<file path="config.mk">
export PLATFORM = sky130hd
export DESIGN_NAME = slip_control_queue
export DESIGN_NICKNAME = d
export VERILOG_FILES = /design/src/rtl/slip_pkg.sv /design/src/rtl/slip_sat_counter.sv /design/src/rtl/slip_depth_governor.sv /design/src/rtl/slip_token_count.sv /design/src/rtl/slip_control_queue.sv
export SDC_FILE = /design/constraint.sdc
export NUM_CORES = 1
export LEC_CHECK = 0
export CORE_MARGIN = 8
export CORE_UTILIZATION = 55
export DETAILED_ROUTE_END_ITERATION = 10
export PLACE_DENSITY = 0.85
export RECOVER_POWER = 50
export SYNTH_ARGS = -nofsm -noshare
export SYNTH_HDL_FRONTEND = slang
export SYNTH_HIERARCHICAL = 1
export SYNTH_SLANG_ARGS = --single-unit
</file>
<file path="constraint.sdc">
create_clock -name clk -period 3 [get_ports clk]
set_clock_uncertainty 0.15 [all_clocks]
set_input_delay 0.9 -clock clk [delete_from_list [all_inputs] [get_ports clk]]
set_output_delay 0.9 -clock clk [all_outputs]
set_load 0.01 [all_outputs]
</file>
<file path="src/rtl/slip_pkg.sv">
// Package: shared types for the adaptive run-ahead token queue.
// Assumes: nothing beyond IEEE 1800-2017 enum support.
package slip_pkg;

    // Outcome of one adaptation decision.
    typedef enum logic [1:0] {
        ADAPT_HOLD   = 2'd0,
        ADAPT_GROW   = 2'd1,
        ADAPT_SHRINK = 2'd2
    } adapt_e;

    // Outcome counter width fixed by the block definition.
    localparam int unsigned OUTCOME_W = 16;

endpackage

</file>
<file path="src/rtl/slip_sat_counter.sv">
// Module: saturating event counter with period restart.
// Counts single-cycle pulses and sticks at all-ones.
// A restart loads the pulse of the restart cycle itself, so that event
// belongs to the new period.
// Assumes: inc is a one-cycle event flag; restart is synchronous.
module slip_sat_counter #(
    parameter int unsigned WIDTH = 16
) (
    input  logic             clk,
    input  logic             rst_n,
    input  logic             inc,
    input  logic             restart,
    output logic [WIDTH-1:0] count
);
    localparam logic [WIDTH-1:0] TOP = {WIDTH{1'b1}};

    logic [WIDTH-1:0] count_q;

    // Count pulses, restart on strobe, stick at the top value.
    always_ff @(posedge clk) begin
        if (!rst_n) begin
            count_q <= '0;
        end else if (restart) begin
            count_q <= {{(WIDTH-1){1'b0}}, inc};
        end else if (inc && (count_q != TOP)) begin
            count_q <= count_q + 1'b1;
        end
    end

    assign count = count_q;

    // a restart leaves at most the restart-cycle pulse.
    a_r8_restart_clears: assert property (@(posedge clk) disable iff (!rst_n)
        restart |=> (count_q <= 1));

    // the counter never wraps from the top value.
    a_r9_saturates: assert property (@(posedge clk) disable iff (!rst_n)
        (count_q == TOP && !restart) |=> (count_q == TOP));

endmodule

</file>
<file path="src/rtl/slip_depth_governor.sv">
// Module: adaptive limit register.
// On each evaluation strobe it holds, grows or shrinks the occupancy
// limit by one step, clamped to [1, MAX_DEPTH].
// Assumes: the counts are stable in the strobe cycle; INIT_LIMIT is in range.
module slip_depth_governor
    import slip_pkg::*;
#(
    parameter int unsigned MAX_DEPTH  = 16,
    parameter int unsigned INIT_LIMIT = 4,
    parameter int unsigned CNT_W      = OUTCOME_W,
    parameter int unsigned LIM_W      = $clog2(MAX_DEPTH + 1)
) (
    input  logic             clk,
    input  logic             rst_n,
    input  logic             eval_strobe,
    input  logic             buf_full,
    input  logic [CNT_W-1:0] late_cnt,
    input  logic [CNT_W-1:0] useful_cnt,
    output logic [LIM_W-1:0] limit
);
    localparam logic [LIM_W-1:0] LIM_MAX  = LIM_W'(MAX_DEPTH);
    localparam logic [LIM_W-1:0] LIM_MIN  = LIM_W'(1);
    localparam logic [LIM_W-1:0] LIM_INIT = LIM_W'(INIT_LIMIT);

    logic [CNT_W:0]   late_x2;
    logic [CNT_W:0]   useful_wide;
    adapt_e           choice;
    logic [LIM_W-1:0] limit_q;

    // Widen both counts by one bit so doubling cannot overflow.
    always_comb begin
        late_x2     = {late_cnt, 1'b0};
        useful_wide = {1'b0, useful_cnt};
    end

    // Pick the adaptation step; a full buffer has priority.
    always_comb begin
        if (buf_full) begin
            choice = ADAPT_HOLD;
        end else if (late_x2 > useful_wide) begin
            choice = ADAPT_GROW;
        end else begin
            choice = ADAPT_SHRINK;
        end
    end

    // Apply the step on a strobe, clamped to the legal range.
    always_ff @(posedge clk) begin
        if (!rst_n) begin
            limit_q <= LIM_INIT;
        end else if (eval_strobe) begin
            case (choice)
                ADAPT_GROW:   if (limit_q != LIM_MAX) limit_q <= limit_q + 1'b1;
                ADAPT_SHRINK: if (limit_q != LIM_MIN) limit_q <= limit_q - 1'b1;
                default:      limit_q <= limit_q;
            endcase
        end
    end

    assign limit = limit_q;

    // a full buffer freezes the limit.
    a_r5_full_holds: assert property (@(posedge clk) disable iff (!rst_n)
        (eval_strobe && buf_full) |=> $stable(limit_q));

    // no strobe, no change.
    a_r11_quiet_without_strobe: assert property (@(posedge clk) disable iff (!rst_n)
        !eval_strobe |=> $stable(limit_q));

    // the limit stays within [1, MAX_DEPTH].
    a_r6_limit_in_range: assert property (@(posedge clk) disable iff (!rst_n)
        (limit_q >= LIM_MIN) && (limit_q <= LIM_MAX));

endmodule

</file>
<file path="src/rtl/slip_token_count.sv">
// Module: token occupancy tracker with ready/valid handshakes.
// Holds only a count because tokens carry no data.
// Pushes are refused while occupancy is at or above the limit.
// Assumes: the limit is at most MAX_DEPTH.
module slip_token_count #(
    parameter int unsigned MAX_DEPTH = 16,
    parameter int unsigned LIM_W     = $clog2(MAX_DEPTH + 1)
) (
    input  logic             clk,
    input  logic             rst_n,
    input  logic             push_valid,
    output logic             push_ready,
    input  logic             pop_ready,
    output logic             pop_valid,
    input  logic [LIM_W-1:0] limit
);
    localparam logic [LIM_W-1:0] OCC_MAX = LIM_W'(MAX_DEPTH);

    logic [LIM_W-1:0] occ_q;
    logic             push_fire;
    logic             pop_fire;

    // Handshake outputs follow occupancy and the current limit.
    always_comb begin
        push_ready = (occ_q < limit);
        pop_valid  = (occ_q != '0);
        push_fire  = push_valid && push_ready;
        pop_fire   = pop_ready && pop_valid;
    end

    // Track occupancy; a push and pop together cancel.
    always_ff @(posedge clk) begin
        if (!rst_n) begin
            occ_q <= '0;
        end else if (push_fire && !pop_fire) begin
            occ_q <= occ_q + 1'b1;
        end else if (pop_fire && !push_fire) begin
            occ_q <= occ_q - 1'b1;
        end
    end

    // occupancy never exceeds the physical depth.
    a_r2_no_overflow: assert property (@(posedge clk) disable iff (!rst_n)
        occ_q <= OCC_MAX);

    // a push and a pop in the same cycle keep occupancy.
    a_r4_both_hold: assert property (@(posedge clk) disable iff (!rst_n)
        (push_fire && pop_fire) |=> $stable(occ_q));

    // popping an empty queue leaves it empty.
    a_r3_empty_pop_ignored: assert property (@(posedge clk) disable iff (!rst_n)
        (!pop_valid && !push_valid) |=> (occ_q == '0));

    // a lone pop never leaves more tokens than before.
    a_r10_tokens_kept: assert property (@(posedge clk) disable iff (!rst_n)
        (pop_fire && !push_fire) |=> (occ_q == $past(occ_q) - 1'b1));

endmodule

</file>
<file path="src/rtl/slip_control_queue.sv">
// Module: adaptive run-ahead token queue (top).
// Couples a prefetch producer to a consumer through a token count.
// The count's ceiling is retuned each evaluation period from the
// late/useful prefetch ratio.
// Assumes: single clock; outcome pulses are one-cycle events.
module slip_control_queue
    import slip_pkg::*;
#(
    parameter int unsigned MAX_DEPTH  = 16,
    parameter int unsigned INIT_LIMIT = 4,
    parameter int unsigned LIM_W      = $clog2(MAX_DEPTH + 1)
) (
    input  logic             clk,
    input  logic             rst_n,
    input  logic             push_valid,
    output logic             push_ready,
    input  logic             pop_ready,
    output logic             pop_valid,
    input  logic             late_pulse,
    input  logic             useful_pulse,
    input  logic             buf_full,
    input  logic             eval_strobe,
    output logic [LIM_W-1:0] depth_limit
);
    localparam int unsigned N_KIND = 2;

    logic [N_KIND-1:0]    kind_pulse;
    logic [OUTCOME_W-1:0] kind_cnt [N_KIND];
    logic [LIM_W-1:0]     limit_w;

    // Gather the outcome pulses; index 0 is late, index 1 is useful.
    always_comb begin
        kind_pulse = {useful_pulse, late_pulse};
    end

    for (genvar k = 0; k < N_KIND; k++) begin : g_tally
        slip_sat_counter #(.WIDTH(OUTCOME_W)) u_cnt (
            .clk     (clk),
            .rst_n   (rst_n),
            .inc     (kind_pulse[k]),
            .restart (eval_strobe),
            .count   (kind_cnt[k])
        );
    end

    slip_depth_governor #(
        .MAX_DEPTH  (MAX_DEPTH),
        .INIT_LIMIT (INIT_LIMIT),
        .CNT_W      (OUTCOME_W),
        .LIM_W      (LIM_W)
    ) u_gov (
        .clk         (clk),
        .rst_n       (rst_n),
        .eval_strobe (eval_strobe),
        .buf_full    (buf_full),
        .late_cnt    (kind_cnt[0]),
        .useful_cnt  (kind_cnt[1]),
        .limit       (limit_w)
    );

    slip_token_count #(
        .MAX_DEPTH (MAX_DEPTH),
        .LIM_W     (LIM_W)
    ) u_occ (
        .clk        (clk),
        .rst_n      (rst_n),
        .push_valid (push_valid),
        .push_ready (push_ready),
        .pop_ready  (pop_ready),
        .pop_valid  (pop_valid),
        .limit      (limit_w)
    );

    assign depth_limit = limit_w;

    // a lone accepted push makes a token visible next cycle.
    a_r3_push_shows_valid: assert property (@(posedge clk) disable iff (!rst_n)
        (push_valid && push_ready && !(pop_ready && pop_valid)) |=> pop_valid);

endmodule

</file>
==> flow_summary.yaml <==
place:
  dp_cells: 466
  gp_congestion: 0.895
  pre_cts_ws_ns: -0.146
  portBuffers: 14
  place_hpwl_mm: 5.36
die:
  ios: 15
  coreArea_um2: 5410
  die_height_um: 90.2
  dieArea_um2: 8140
  die_w_um: 90.2
  initial_core_util_pct: 56.0
  rows: 27
worst_setup_path:
  slowest_delay_ns: 0.47
  cp.arrival_ns: 2.98
  endpoint_kind: "register"
  r2r_cells: 12
  ff2ff_setup_slack_ns: 0.12
  crit_slowest_cell: "or4b_1"
  start_kind: "primary input"
  path_cells: "clkdlybuf4s50_1 -> inv_1 -> a311oi_2 -> ha_1 -> inv_2 -> ha_1 -> a21o_1 -> a21oi_1 -> or4b_1 -> nand3_1"
  r2r-end: "u_occ/occ_q[3]"
  critPathRequiredTime_ns: 3.09
  worstSetupPathType: "primary input to register"
  rr_startpoint: "u_gov/limit[1]"
  cp_common_cell: "ha_1"
  crit_path_max_fanout: 5
worst_hold_path:
  min_delay_path_depth: 2
  holdPathEnd: "u_occ/occ_q[4]"
  worstHoldStart: "u_occ/occ_q[4]"
  min_path_type: "register to register"
pwr:
  cellPowerDensity_nw_per_um2: 464
  power.leakage_nw: 1.26
  ir_drop_mv: 0.392
synthesis:
  syn_nets: 410
  synth_top_cell_area_share_pct: 27.8
  synthTopCellsByCount: "dfxtp_1 (42), nand2_1 (38), inv_1 (30), ha_1 (29), a21oi_1 (21)"
  yosysMostFrequentCell: "dfxtp_1"
  synthMuxAreaShare_pct: 2.77
  synth_area_per_cell_um2: 8.14
  synthXorXnorAreaFrac_pct: 0.578
  synthCells: 372
  synth_area_um2: 3030
  seq_area_frac_synth_pct: 27.8
  ys_warn_count: 6
  synthFlopType: "dfxtp_1"
  synth_fa_ha_area_share_pct: 12.6
  synth_top_family_by_area: "simple AND/OR/NAND/NOR gates"
  ys_ff_latch: 42
  synth-simple-area-share_pct: 30.4
  async_reset_ff_share_pct: 0
  synth.distinct_cells: 55
  synth_compound_area_share_pct: 21.4
  synth_top_area_cell: "dfxtp_1"
  yosys-top-cells-area: "dfxtp_1 (28%), ha_1 (12%), nand2_1 (4.7%), inv_1 (3.7%), a31oi_1 (3.5%)"
  synth-edff-count: 0
sta:
  fin_crit_ns: 2.89
  tightest_slew_ns: 0.604
  relSlewSlack_pct: 59.4
  final_max_slew_viol_count: 0
  fmax_ghz: 0.346
  setup_tns_ns: 0
  setup_viol: 0
  fin_crit_sh_pct: 96.3
  hold_viol: 0
  rsz0062_at_grt: "no"
  fin_ws_ns: 0.112
clock_tree:
  cts-htree-levels: 2
  insertion_delay_ns: 0.30
  clkTransAtPathRegs_ns: 0.08
  cts_sinks: 42
  cts_tree: "built"
  postCtsHoldBufs: 0
  cts_buffers: 5
  cts.root.buffer_cell: "clkbuf_8"
  clk_path_buf_depth: 2
  post-cts-setup-buffer-count: 0
layout:
  finalNonFillerCells: 474
  area_growth_pct: 13.2
  finish.utilization_pct: 63.4
  drive_above_1_share_pct: 10.4
  fillers: 444
  final_nets: 439
  n_antenna_cell: 0
drt:
  drtAntennaViolNets: 0
  wl_per_cell_um: 15.3
  drt_first_iter_violations: 221
  viasPerCell: 6.26
  routed-wl-met3_um: 330
  drt-total-wl_mm: 7.27
  post-route-drc-count: 0
  dr.pass1.iters: 5
  wl_met2_mm: 3.52
  wl_met1_mm: 3.27
  via_count: 2969
  top_layer: "met4"
status:
  status: "finished, final reports clean"
grt:
  antenna_found_initial: 0
  grt_pass1_wl_mm: 12.6
  grt_usage_pct: 18.0
  grt_pass1_vias: 2876
  gr-total-overflow: 0
  grt_max_degree: 25
run:
  max-cap-violations: 0
[sequential cells by signal, summed over array words and instances (netlist names)]
signal / flops
u_gov/limit: 5
u_occ/occ_q: 5
g_tally.u_cnt/count: 32
[through the flow]
| stage | hold slack (ns) | area [um2] | power [mW] |
|---|---|---|---|
| after floorplan | 0.313 | 3030 | 1.02 |
| after global placement | 0.334 | 3340 | 1.18 |
| after detailed placement | 0.345 | 3340 | 1.20 |
| after CTS | 0.357 | 3430 | 1.59 |
| after global routing | 0.389 | 3430 | 1.69 |
| final | 0.366 | 3430 | 1.59 |
[cell type report]
cell class	count	area, um2	share of cell area, %
Tap cell	72	90.1	2.63
Multi-Input combinational cell	295	2060	60.0
Clock inverter	1	5.00	0.146
Clock buffer	7	86.3	2.52
Sequential cell	42	841	24.5
Inverter	30	113	3.28
Timing Repair Buffer	27	236	6.90
[worst max-delay path by stage]
stage	from	slack, ns	cells after the start	to
after floorplan	u_gov/limit[1]	0.18	12	u_occ/occ_q[3]
after global placement	push_valid	-0.07	10	u_occ/occ_q[4]
after detailed placement	push_valid	-0.15	10	u_occ/occ_q[4]
after CTS	u_gov/limit[1]	0.14	12	u_occ/occ_q[4]
after global routing	u_gov/limit[1]	0.005	12	u_occ/occ_q[3]
final	push_valid	0.11	10	u_occ/occ_q[3]
[cell usage in the layout, fill, tap and decap left out, types with 5 or more instances in the layout]
cell type,instances
clkdlybuf4s50_1,7
nor3_1,10
a31oi_1,17
nand3_1,20
ha_1,29
mux2i_1,5
clkbuf_8,6
o311ai_0,5
buf_4,13
dfxtp_1,42
nor2_1,19
nand4_1,12
nor4_1,6
and3_1,7
a21oi_1,20
nand2b_1,5
nor2b_1,6
or3_1,5
nand2_1,38
dlygate4sd3_1,6
inv_1,29
o21ai_0,20
a211oi_1,8
[worst max-delay path: cells and delay by family]
kind | cells | cell delay [ns]
buf+inv | 3 | 0.57
simple gates | 2 | 0.55
fa+ha+maj | 2 | 0.52
compound gates | 3 | 0.42
[what timing repair did]
action	CTS	global route
setup endpoints to repair	1	2
gates resized for setup	1	3
pin swaps	0	2
[cell families (layout without fill, tap and decap cells)]
kind of cell,after synthesis,in the layout
compound gates,97,97
xor+xnor,2,2
fa+ha+maj,30,30
buf+inv,35,65
flops,42,42
mux,8,8
simple gates,158,158
[power breakdown]
part           switching (mW)  internal [mW]
sequential             0.0396          0.591
combinational           0.297          0.276
clock                   0.202          0.186
total                   0.538           1.05
[routing by layer]
| metal | GRT usage [%] | up-vias |
|---|---|---|
| li1 | - | 1461 |
| met5 | 0 | - |
| met4 | 8.04 | 0 |
| met3 | 3.08 | 15 |
| met2 | 31.7 | 97 |
| met1 | 20.8 | 1396 |
No activity file was read; power rests on OpenSTA's default activity.
